## config.mk

```make
export PLATFORM = sky130hd
export DESIGN_NAME = tri_stage_core
export DESIGN_NICKNAME = d
export VERILOG_FILES = /design/src/rtl/tsc_pkg.sv /design/src/rtl/tsc_decode.sv /design/src/rtl/tsc_regfile.sv /design/src/rtl/tsc_exec.sv /design/src/rtl/tri_stage_core.sv
export SDC_FILE = /design/constraint.sdc
export NUM_CORES = 1
export LEC_CHECK = 0
export BUFFER_PORTS_ARGS = -buffer_cell sky130_fd_sc_hd__buf_2
export CORE_UTILIZATION = 35
export DETAILED_ROUTE_END_ITERATION = 6
export GPL_ROUTABILITY_DRIVEN = 0
export PLACE_DENSITY = 0.49
export SYNTH_ARGS = -nofsm -noshare
export SYNTH_HDL_FRONTEND = slang
export SYNTH_SLANG_ARGS = --single-unit
```

## constraint.sdc

```tcl
create_clock -name clk -period 14.4 [get_ports clk]
set_clock_uncertainty 0.1 [all_clocks]
set_input_delay 2.88 -clock clk [delete_from_list [all_inputs] [get_ports clk]]
set_output_delay 2.88 -clock clk [all_outputs]
set_load 0.01 [all_outputs]
```

## src/rtl/tsc_pkg.sv

```systemverilog
// Shared constants, decoded-instruction type and condition evaluation
// for the three-stage core. Assumes a 32-bit datapath and 4-bit fields.
package tsc_pkg;
    localparam int XLEN     = 32;
    localparam int RIDX_W   = 4;
    localparam int NREG     = 1 << RIDX_W;
    localparam int FLAG_W   = 4;
    localparam logic [RIDX_W-1:0] PC_IDX = RIDX_W'(NREG - 1);
    localparam logic [RIDX_W-1:0] LR_IDX = RIDX_W'(NREG - 2);

    localparam logic [3:0] OP_MOVI = 4'd0;
    localparam logic [3:0] OP_ADDS = 4'd1;
    localparam logic [3:0] OP_SUBS = 4'd2;
    localparam logic [3:0] OP_CMP  = 4'd3;
    localparam logic [3:0] OP_ADR  = 4'd4;
    localparam logic [3:0] OP_MOVR = 4'd5;
    localparam logic [3:0] OP_B    = 4'd6;
    localparam logic [3:0] OP_BL   = 4'd7;
    localparam logic [3:0] OP_BX   = 4'd8;
    localparam logic [3:0] OP_CBZ  = 4'd9;
    localparam logic [3:0] OP_CBNZ = 4'd10;

    typedef struct packed {
        logic [3:0]        cond;
        logic [3:0]        op;
        logic [RIDX_W-1:0] rd;
        logic [RIDX_W-1:0] rn;
        logic [XLEN-1:0]   imm;
        logic              br_class;
    } dec_t;

    // Flag vector layout: N=3, Z=2, C=1, V=0.
    function automatic logic cond_ok(input logic [3:0] c, input logic [FLAG_W-1:0] f);
        logic n, z, cy, v;
        {n, z, cy, v} = f;
        case (c)
            4'd0:    return z;
            4'd1:    return !z;
            4'd2:    return cy;
            4'd3:    return !cy;
            4'd4:    return n;
            4'd5:    return !n;
            4'd6:    return v;
            4'd7:    return !v;
            4'd8:    return cy && !z;
            4'd9:    return !cy || z;
            4'd10:   return n == v;
            4'd11:   return n != v;
            4'd12:   return !z && (n == v);
            4'd13:   return z || (n != v);
            4'd14:   return 1'b1;
            default: return 1'b0;
        endcase
    endfunction
endpackage

```

## src/rtl/tsc_decode.sv

```systemverilog
// Decode stage: turns a fetched word into a decoded record, using the
// wide or compact format chosen by the current mode. Purely combinational.
module tsc_decode
    import tsc_pkg::*;
(
    input  logic [XLEN-1:0] word,
    input  logic            compact,
    output dec_t            dec
);
    logic [15:0] half;
    logic [3:0]  op_w, op_c;
    logic        br_w, br_c;

    assign half = word[15:0];
    assign op_w = word[27:24];
    assign op_c = half[11:8];
    assign br_w = (op_w == OP_B) || (op_w == OP_BL) || (op_w == OP_CBZ) || (op_w == OP_CBNZ);
    assign br_c = (op_c == OP_B) || (op_c == OP_BL) || (op_c == OP_CBZ) || (op_c == OP_CBNZ);

    // Field extraction per format.
    always_comb begin
        if (!compact) begin
            dec.cond     = word[31:28];
            dec.op       = op_w;
            dec.rd       = word[23:20];
            dec.rn       = word[19:16];
            dec.br_class = br_w;
            dec.imm      = (op_w == OP_MOVI) ? {{(XLEN-16){1'b0}}, word[15:0]}
                                             : {{(XLEN-16){word[15]}}, word[15:0]};
        end else begin
            dec.cond     = half[15:12];
            dec.op       = op_c;
            dec.rd       = half[7:4];
            dec.rn       = (op_c == OP_MOVR) ? half[3:0] : half[7:4];
            dec.br_class = br_c;
            if (op_c == OP_MOVI)
                dec.imm = {{(XLEN-4){1'b0}}, half[3:0]};
            else if (br_c)
                dec.imm = {{(XLEN-5){half[3]}}, half[3:0], 1'b0};
            else
                dec.imm = {{(XLEN-4){half[3]}}, half[3:0]};
        end
    end
endmodule

```

## src/rtl/tsc_regfile.sv

```systemverilog
// Register array with one read and one write port. Synchronous
// active-low reset clears every entry. Index 15 is stored like any other
// but the core never reads or writes it.
module tsc_regfile
    import tsc_pkg::*;
(
    input  logic              clk,
    input  logic              rst_n,
    input  logic [RIDX_W-1:0] rd_idx,
    output logic [XLEN-1:0]   rd_data,
    input  logic              we,
    input  logic [RIDX_W-1:0] wr_idx,
    input  logic [XLEN-1:0]   wr_data
);
    logic [XLEN-1:0] regs [NREG];

    // Write port with reset clear.
    always_ff @(posedge clk) begin
        if (!rst_n) begin
            for (int i = 0; i < NREG; i++) regs[i] <= '0;
        end else if (we) begin
            regs[wr_idx] <= wr_data;
        end
    end

    // Asynchronous read.
    assign rd_data = regs[rd_idx];
endmodule

```

## src/rtl/tsc_exec.sv

```systemverilog
// Execute stage: evaluates the condition, computes the result, the flag
// update and any redirect. Assumes the operand already has register 15
// replaced by the program-counter read value.
module tsc_exec
    import tsc_pkg::*;
(
    input  dec_t              dec,
    input  logic              valid,
    input  logic [XLEN-1:0]   addr,
    input  logic              compact,
    input  logic [XLEN-1:0]   opa,
    input  logic [XLEN-1:0]   pc_read,
    input  logic [FLAG_W-1:0] flags_in,
    output logic              pass,
    output logic              wr_en,
    output logic [RIDX_W-1:0] wr_idx,
    output logic [XLEN-1:0]   wr_data,
    output logic              fl_we,
    output logic [FLAG_W-1:0] fl_new,
    output logic              take,
    output logic [XLEN-1:0]   target,
    output logic              new_compact
);
    logic [XLEN:0]   sum, diff;
    logic [XLEN-1:0] step, rel, rel_mask;
    logic            writes, jumps;

    assign pass     = valid && cond_ok(dec.cond, flags_in);
    assign sum      = {1'b0, opa} + {1'b0, dec.imm};
    assign diff     = {1'b0, opa} - {1'b0, dec.imm};
    assign step     = compact ? XLEN'(2) : XLEN'(4);
    assign rel_mask = compact ? ~XLEN'(1) : ~XLEN'(3);
    assign rel      = (pc_read + dec.imm) & rel_mask;

    // Operation select: result, flags and redirect.
    always_comb begin
        writes      = 1'b0;
        jumps       = 1'b0;
        wr_idx      = dec.rd;
        wr_data     = '0;
        fl_we       = 1'b0;
        fl_new      = flags_in;
        target      = rel;
        new_compact = compact;
        case (dec.op)
            OP_MOVI: begin writes = 1'b1; wr_data = dec.imm; end
            OP_ADDS: begin
                writes  = 1'b1;
                wr_data = sum[XLEN-1:0];
                fl_we   = 1'b1;
                fl_new  = {sum[XLEN-1], sum[XLEN-1:0] == '0, sum[XLEN],
                           (opa[XLEN-1] == dec.imm[XLEN-1]) && (sum[XLEN-1] != opa[XLEN-1])};
            end
            OP_SUBS, OP_CMP: begin
                writes  = (dec.op == OP_SUBS);
                wr_data = diff[XLEN-1:0];
                fl_we   = 1'b1;
                fl_new  = {diff[XLEN-1], diff[XLEN-1:0] == '0, ~diff[XLEN],
                           (opa[XLEN-1] != dec.imm[XLEN-1]) && (diff[XLEN-1] != opa[XLEN-1])};
            end
            OP_ADR:  begin writes = 1'b1; wr_data = pc_read + dec.imm; end
            OP_MOVR: begin writes = 1'b1; wr_data = opa; end
            OP_B:    jumps = 1'b1;
            OP_BL:   begin jumps = 1'b1; writes = 1'b1; wr_idx = LR_IDX; wr_data = addr + step; end
            OP_BX:   begin
                jumps       = 1'b1;
                new_compact = opa[0];
                target      = opa[0] ? (opa & ~XLEN'(1)) : (opa & ~XLEN'(3));
            end
            OP_CBZ:  jumps = (opa == '0);
            OP_CBNZ: jumps = (opa != '0);
            default: ;
        endcase
    end

    assign wr_en = pass && writes && (wr_idx != PC_IDX);
    assign take  = pass && jumps;
endmodule

```

## src/rtl/tri_stage_core.sv

```systemverilog
// Top of the three-stage core. Holds fetch address, mode, the decode and
// execute pipeline registers and the flags. The program-counter read value
// is taken from the live fetch address. Assumes instruction memory answers
// in the same cycle; a taken branch empties the two younger stages.
module tri_stage_core
    import tsc_pkg::*;
#(
    parameter logic [31:0] RESET_PC = 32'h0
) (
    input  logic              clk,
    input  logic              rst_n,
    output logic [XLEN-1:0]   imem_addr,
    output logic              imem_req,
    input  logic [XLEN-1:0]   imem_rdata,
    output logic              ret_valid,
    output logic [XLEN-1:0]   ret_addr,
    output logic              ret_exec,
    output logic              wr_en,
    output logic [RIDX_W-1:0] wr_idx,
    output logic [XLEN-1:0]   wr_data,
    output logic [FLAG_W-1:0] flags
);
    logic              run, mode;
    logic [XLEN-1:0]   fetch_pc;
    logic              d_v, e_v;
    logic [XLEN-1:0]   d_a, d_w, e_a;
    dec_t              d_dec, e_dec;
    logic [FLAG_W-1:0] flag_q;
    logic [XLEN-1:0]   pc_read, rf_q, opa, target;
    logic              take, new_mode, fl_we, e_brc;
    logic [FLAG_W-1:0] fl_new;

    tsc_decode u_dec (.word(d_w), .compact(mode), .dec(d_dec));

    tsc_regfile u_rf (
        .clk(clk), .rst_n(rst_n), .rd_idx(e_dec.rn), .rd_data(rf_q),
        .we(wr_en), .wr_idx(wr_idx), .wr_data(wr_data)
    );

    // Program-counter read: live fetch address, word-aligned for compact non-branch.
    assign e_brc   = e_dec.br_class;
    assign pc_read = (mode && !e_brc) ? (fetch_pc & ~XLEN'(2)) : fetch_pc;
    assign opa     = (e_dec.rn == PC_IDX) ? pc_read : rf_q;

    tsc_exec u_ex (
        .dec(e_dec), .valid(e_v), .addr(e_a), .compact(mode), .opa(opa),
        .pc_read(pc_read), .flags_in(flag_q), .pass(ret_exec), .wr_en(wr_en),
        .wr_idx(wr_idx), .wr_data(wr_data), .fl_we(fl_we), .fl_new(fl_new),
        .take(take), .target(target), .new_compact(new_mode)
    );

    // Fetch address, mode and pipeline advance or flush.
    always_ff @(posedge clk) begin
        if (!rst_n) begin
            run      <= 1'b0;
            mode     <= 1'b0;
            fetch_pc <= RESET_PC;
            d_v      <= 1'b0;
            d_a      <= '0;
            d_w      <= '0;
            e_v      <= 1'b0;
            e_a      <= '0;
            e_dec    <= '0;
        end else if (!run) begin
            run <= 1'b1;
        end else if (take) begin
            fetch_pc <= target;
            mode     <= new_mode;
            d_v      <= 1'b0;
            e_v      <= 1'b0;
        end else begin
            e_v      <= d_v;
            e_a      <= d_a;
            e_dec    <= d_dec;
            d_v      <= 1'b1;
            d_a      <= fetch_pc;
            d_w      <= imem_rdata;
            fetch_pc <= fetch_pc + (mode ? XLEN'(2) : XLEN'(4));
        end
    end

    // Condition flags.
    always_ff @(posedge clk) begin
        if (!rst_n)     flag_q <= '0;
        else if (fl_we && ret_exec) flag_q <= fl_new;
    end

    assign imem_addr = fetch_pc;
    assign imem_req  = run;
    assign ret_valid = e_v;
    assign ret_addr  = e_a;
    assign flags     = flag_q;
endmodule


```

## Word level (Yosys, flattened, before mapping)

Memories as Yosys holds them, arrays and structs flattened. A register that Yosys moved wholly into a read port is not among the register bits.
Cells that the tools add are included.

| storage, ports and cells | value |
|---|---|
| output and inout port bits | 108 |
| word-level logic and storage cells | 136 |
| memories | 1 |
| memory bits (writable) | 512 |
| bits in registers | 185 |

Memory list:

| name | words | width | rd ports | clocked after memory_dff | write ports | RTL line | text |
|---|---|---|---|---|---|---|---|
| u_rf.regs | 16 | 32 | 1 | 1 | 16 | tsc_regfile.sv:15 | `logic [XLEN-1:0] regs [NREG];` |

| operators by class | value |
|---|---|
| muxes and demuxes | 31 |
| reductions and logical operators | 40 |
| bitwise operators | 3 |
| add/sub/neg operators | 5 |
| equality and inequality tests | 41 |

Operators by type and width:

| operator | number |
|---|---|
| 2-to-1 mux 32 bit | 6 |
| one-hot mux 32 bit (6 select lines) | 1 |
| zero test 32 bit | 3 |
| adder 32 bit | 2 |
| equality test 4 bit (second input constant) | 15 |
| equality test 4 x 3 -> 1 bit (second input constant) | 13 |
| 2-to-1 mux 49 bit | 1 |
| adder 32 x 32 -> 33 bit | 1 |
| subtractor 32 x 32 -> 33 bit | 1 |
| adder 32 x 3 -> 32 bit | 1 |
| bitwise AND 32 bit | 1 |
| nonzero test 32 bit | 1 |
| OR reduction 32 bit | 1 |
| 2-to-1 mux 4 bit | 6 |
| equality test 4 x 2 -> 1 bit (second input constant) | 4 |
| zero test 4 bit | 4 |
| one-hot mux 1 bit (15 select lines) | 1 |
| logical AND 1 bit | 10 |
| 2-to-1 mux 1 bit | 9 |
| equality test 4 x 1 -> 1 bit (second input constant) | 2 |
| logical OR 1 bit | 8 |
| one-hot mux 4 bit (2 select lines) | 1 |
| 2-to-1 mux 2 bit | 3 |
| OR reduction 3 bit | 2 |
| 13 further kinds | 23 |

## Longest topological paths before layout

| depth | value |
|---|---|
| depth in word-level cells | 11 |
| mapped depth | 25 |
| mapped depth without buffers | 20 |

## Modules after synthesis

Synthesis repeated with hierarchy kept, for this count alone.

| unflattened totals | value |
|---|---|
| cells, all modules | 3768 |
| area, all modules | 39456.6 µm² |

By module, submodules not included:

| module | area each (µm²) | instances | cells each |
|---|---|---|---|
| tsc_regfile | 22844.4 | 1 | 1416 |
| tsc_exec | 8111.5 | 1 | 1246 |
| tri_stage_core | 7880.1 | 1 | 1018 |
| tsc_decode | 620.6 | 1 | 88 |

## Least setup slack after synthesis

No wires, ideal clock.

| timing path | value |
|---|---|
| kind | reg2out |
| start | reg with a tool-made name |
| end | out wr_data[31] |
| data arrival time | 5104 ps |
| required time | 11420 ps |
| path slack | 6316 ps |
| path buffers | 7 |
| cell stages (with the launch flop) | 23 |
| path through | dfxtp_1 -> buf_4 -> buf_1 -> buf_1 -> buf_1 -> mux4_2 -> mux2i_1 -> inv_1 -> ha_1 -> clkbuf_1 -> inv_1 -> a21oi_1 -> a21oi_1 -> or3_1 -> a21oi_1 -> o21bai_1 -> or3_1 -> and2_1 -> a221oi_1 -> and3_1 -> clkbuf_1 -> clkbuf_1 -> inv_1 |

RTL lines:

| item | RTL line | text |
|---|---|---|
| end: declaration | tri_stage_core.sv:20 | `output logic [XLEN-1:0] wr_data,` |

==> impl_summary.md <==
Clock network
In this run, CTS created clock tree buffers numbering about 80. The cell at the root of the clock tree is sky130_fd_sc_hd__clkbuf_16. The number of H-tree levels is 3. The clock-pin transition on the worst setup and hold timing paths is 0.06 ns. The TritonCTS clock tree is done.

The number of gates resized after CTS is 0. Clock latency on the worst-skew pair, taken at its later pin, is slightly below 0.7 ns. The total setup buffers inserted after CTS is 0. The count of hold buffers inserted by post-cts repair is 0.

CTS saw around 680 sinks. The clock passes through at most 3 buffers.

STA
The slew at the pin closest to its max-slew limit is 1.224 ns. The highest clock rate is 0.09192 GHz. For the finished layout, the period the worst path requires is 10.88 ns. The number of setup violations in the final report is 0. The worst pin sits at a relative slew slack of between 10% and 20%. The number of slew-limit violations in the final report came to 0. Summed over all failing endpoints, the final setup total negative slack is 0 ns. Setup repair after global routing left no endpoint under its margin. Setup slack closes at 3.521 ns.

The count of endpoints failing hold in the final timing report was 0. Of the available clock period, the critical path in the final layout requires 75.55%.

Power
In this run the power density over the cells is between 100 and 150 nW/um^2. The static power due to leakage is roughly 15 nW. VDD sags by at most 0.08913 mV.

The design draws about 0.005 W.

Worst setup path
The worst reg2reg path depth is 17. The endpoint of the worst-slack reg-to-reg timing path is flags[2]. The largest stage delay on the critical path is between 0.8 and 0.9 ns.

The critical path class is flop to output pin. The master of the slowest instance on the critical path is sky130_fd_sc_hd__clkinv_1. The critical path's most frequent cell is sky130_fd_sc_hd__mux2i_1.

Along the worst path, the maximum fanout reaches 96. Traced cell by cell, the critical path runs through buf_12 > clkinv_1 > mux2i_1 > mux2i_1 > mux2i_1 > inv_1 > ha_1 > nor2b_1 > o21bai_1 > a21oi_1 > a211o_1 > o21ai_0 > a211oi_1 > or3_1 > and2_1 > a221oi_1 > and3_1 > inv_1 > buf_2. The data required time of the critical path is 11.42 ns.

The worst setup path is captured at an output pin. The slack of the worst reg-to-reg path is slightly below 7 ns. At the worst endpoint, the arrival time is 7.90 ns. STA classifies the critical path startpoint as a flop.

Cells and area
After the last flow step, the layout net total stands at 3,806. The area overhead of the layout relative to synthesis is 13.33%. The final cell count without fillers is roughly 5,000. Once layout is done, the placed cells without fillers occupy 41,740 um^2. The library cells used most frequently in the layout, excluding fill and tap cells, are sky130_fd_sc_hd__nor2_1, sky130_fd_sc_hd__edfxtp_1, sky130_fd_sc_hd__nand2_1.

Fill cells in the final layout number 10,240. The most common library cell in the layout ignoring fill and taps is sky130_fd_sc_hd__nor2_1. Of the cells placed in the final design, the portion with a size suffix greater than 1 is 14.73%.

Synth
Synthesis handed over a netlist of 3,557 instances. The synthesized flop and latch total is about 680. The netlist area before placement is 36,830 um^2. The most used flip-flop cell after synthesis is sky130_fd_sc_hd__edfxtp_1. Of all cell types, the one taking the most synthesized area is sky130_fd_sc_hd__edfxtp_1.

During synthesis, Yosys emitted a total of 0 warnings. The share of the yosys chip area belonging to registers is 51.04%. The number of synthesized flops with an enable pin is 512.

The proportion of synthesized flip-flops having asynchronous set or reset is 0%. A synthesized cell averages 10.35 um^2. The number of different library cells used by synthesis comes to 94. The top cell type by area accounts for 41.75% of the synthesized area. By area the synthesized netlist is led by sky130_fd_sc_hd__edfxtp_1, sky130_fd_sc_hd__dfxtp_1, sky130_fd_sc_hd__nor2_1, sky130_fd_sc_hd__mux4_2, sky130_fd_sc_hd__nand2_1.

Floorplanning
The number of top-level pins is 142. Once the floorplan was initialized, standard cells occupied 35.43% of the core. The total area inside the core boundary comes to ~100,000 um^2. The die covers 106,500 um^2. The die is 326.4 um wide. The die is about 330 um tall. After floorplanning, the core was divided into 118 placement rows.

Min path
The beginning of the worst hold path is d_a[15]. The tightest min-delay check is of the flop to flop type. For hold timing, the worst endpoint is ret_addr[15]. The worst hold path depth is 2.

Routing
The number of iterations in the first detailed-routing pass is 6. The wire length per cell after detailed routing is 28.53 um. The total DRC errors in the routed layout is 0. In this run, the number of DRC markers left after iteration 0 of detailed routing was approximately 3,200. The average vias per placed instance is 5.792. The routed via count is 29,580. The detail route stage leaves a number of antenna-violating nets equal to 0. The wire length reported by the detailed router is 145.7 mm.

Place
Summed over all nets, the half-perimeter wirelength after detailed placement is 96.48 mm. Counting tap cells, the placed design contains a total of 4,969 instances. Timing analysis after detailed placement gives a worst setup slack of approximately 4.4 ns. The cell area reported after detailed placement is 39,280 um^2.

The number of buffer cells added on primary ports is 139.

GRT
The first global-routing pass estimated 208.5 mm of wire. The total track usage is a little over a quarter. Entering global routing, the biggest net connects 97 pins. The number of antenna violations at the first check in global routing was 3. The number of global-route vias before repair is 28,260. The overflow left after global routing is 0.

Job
Across the run, the number of max-cap violations was 0.

Outcome
The run finished with clean final reports.
## state kept, by name, indices dropped and copies added, names as in the netlist, named ones only
| register | count |
|---|---|
| u_rf.regs | 512 |
| e_dec | 33 |
| d_w | 32 |
| d_a | 31 |
| imem_addr | 31 |
| ret_addr | 31 |
| flags | 4 |
| d_v | 1 |
| e_brc | 1 |
| imem_req | 1 |
| mode | 1 |
| ret_valid | 1 |
## final cells by class
cell class	count	area, um^2	area share (%)
antenna	2	5.005	0.01199
clock buffer	104	2079	4.982
clock inverter	33	372.9	0.8933
multi-input combinational	2548	16790	40.23
timing repair buffer	250	1544	3.699
sequential	683	18810	45.06
inverter	108	410.4	0.9833
tap	1380	1727	4.137
## report_power, final
group	internal, W	switching (W)	leakage [nW]	total, W
Clock	0.00110	0.000857	1.19	0.00196
Combinational	0.000257	0.000596	7.55	0.000853
Sequential	0.00218	0.0000422	6.66	0.00222
## routing by layer
| metal | vias up | part of all wire (%) | global-route usage (%) |
|---|---|---|---|
| met5 | - | 0.0075 | 0 |
| met4 | 2 | 3.7 | 8.950 |
| met3 | 269 | 8.1 | 5.058 |
| met2 | 1336 | 45 | 42.30 |
| met1 | 14830 | 43 | 37.25 |
| li1 | 13150 | - | - |
## critical path: cells and delay by family (launching register included)
family,cells,cell delay (ns)
buf+inv,5,1.88
compound gates,6,1.68
simple gates,4,1.36
mux,3,1.04
flops,1,0.62
fa+ha+maj,1,0.50
## worst max path at each step
| stage | end | cells past startpoint | from | slack (ns) |
|---|---|---|---|---|
| floorplan | wr_data[31] | 22 | flop | 6.32 |
| CTS | wr_data[31] | 19 | flop | 3.64 |
| global route | wr_data[31] | 19 | flop | 3.03 |
| detailed placement | wr_data[31] | 19 | flop | 4.40 |
| global placement | wr_data[31] | 19 | flop | 4.42 |
| finish | wr_data[31] | 19 | flop | 3.52 |
## stage by stage
stage	util, %	hold slack, ns
2_1_floorplan	-	0.3306
3_3_place_gp	37.79	0.3392
3_5_place_dp	37.79	0.3431
4_1_cts	40.15	0.3479
5_1_grt	40.15	0.3659
6_report	40.16	0.3480
## synthesized netlist by cell type, drive strengths merged (11+ instances only)
library cell and number:
mux2i 117, a211oi 52, inv 103, a31oi 19, a21o 24, a221oi 27
nand3 79, o21ai 131, o21a 15, mux4 95, clkbuf 178, or3 20
nor3 54, a311oi 11, nand4 23, dfxtp 171, nor2 666, nand2b 26
o21bai 19, o221ai 12, buf 73, o22ai 19, and3 26, edfxtp 512
a21oi 205, mux2 21, xnor2 75, nor4 19, and2 18, o211ai 23
nor2b 27, nand2 348, ha 99, a22oi 37, xor2 46
## cell families (layout without fill, tap and decap cells)
group	count (synthesis)	count (layout)	share of synthesized area (%)
AO/OA/AOI/OAI	701	701	12.63
adder cells (fa/ha/maj)	103	103	3.581
XOR/XNOR	121	121	2.878
buffers and inverters	359	495	4.260
multiplexers	233	233	9.631
other	1	36	0.01018
AND/OR/NAND/NOR	1356	1356	15.97
flip-flops	683	683	51.04
(Power assumes the default switching activity.)
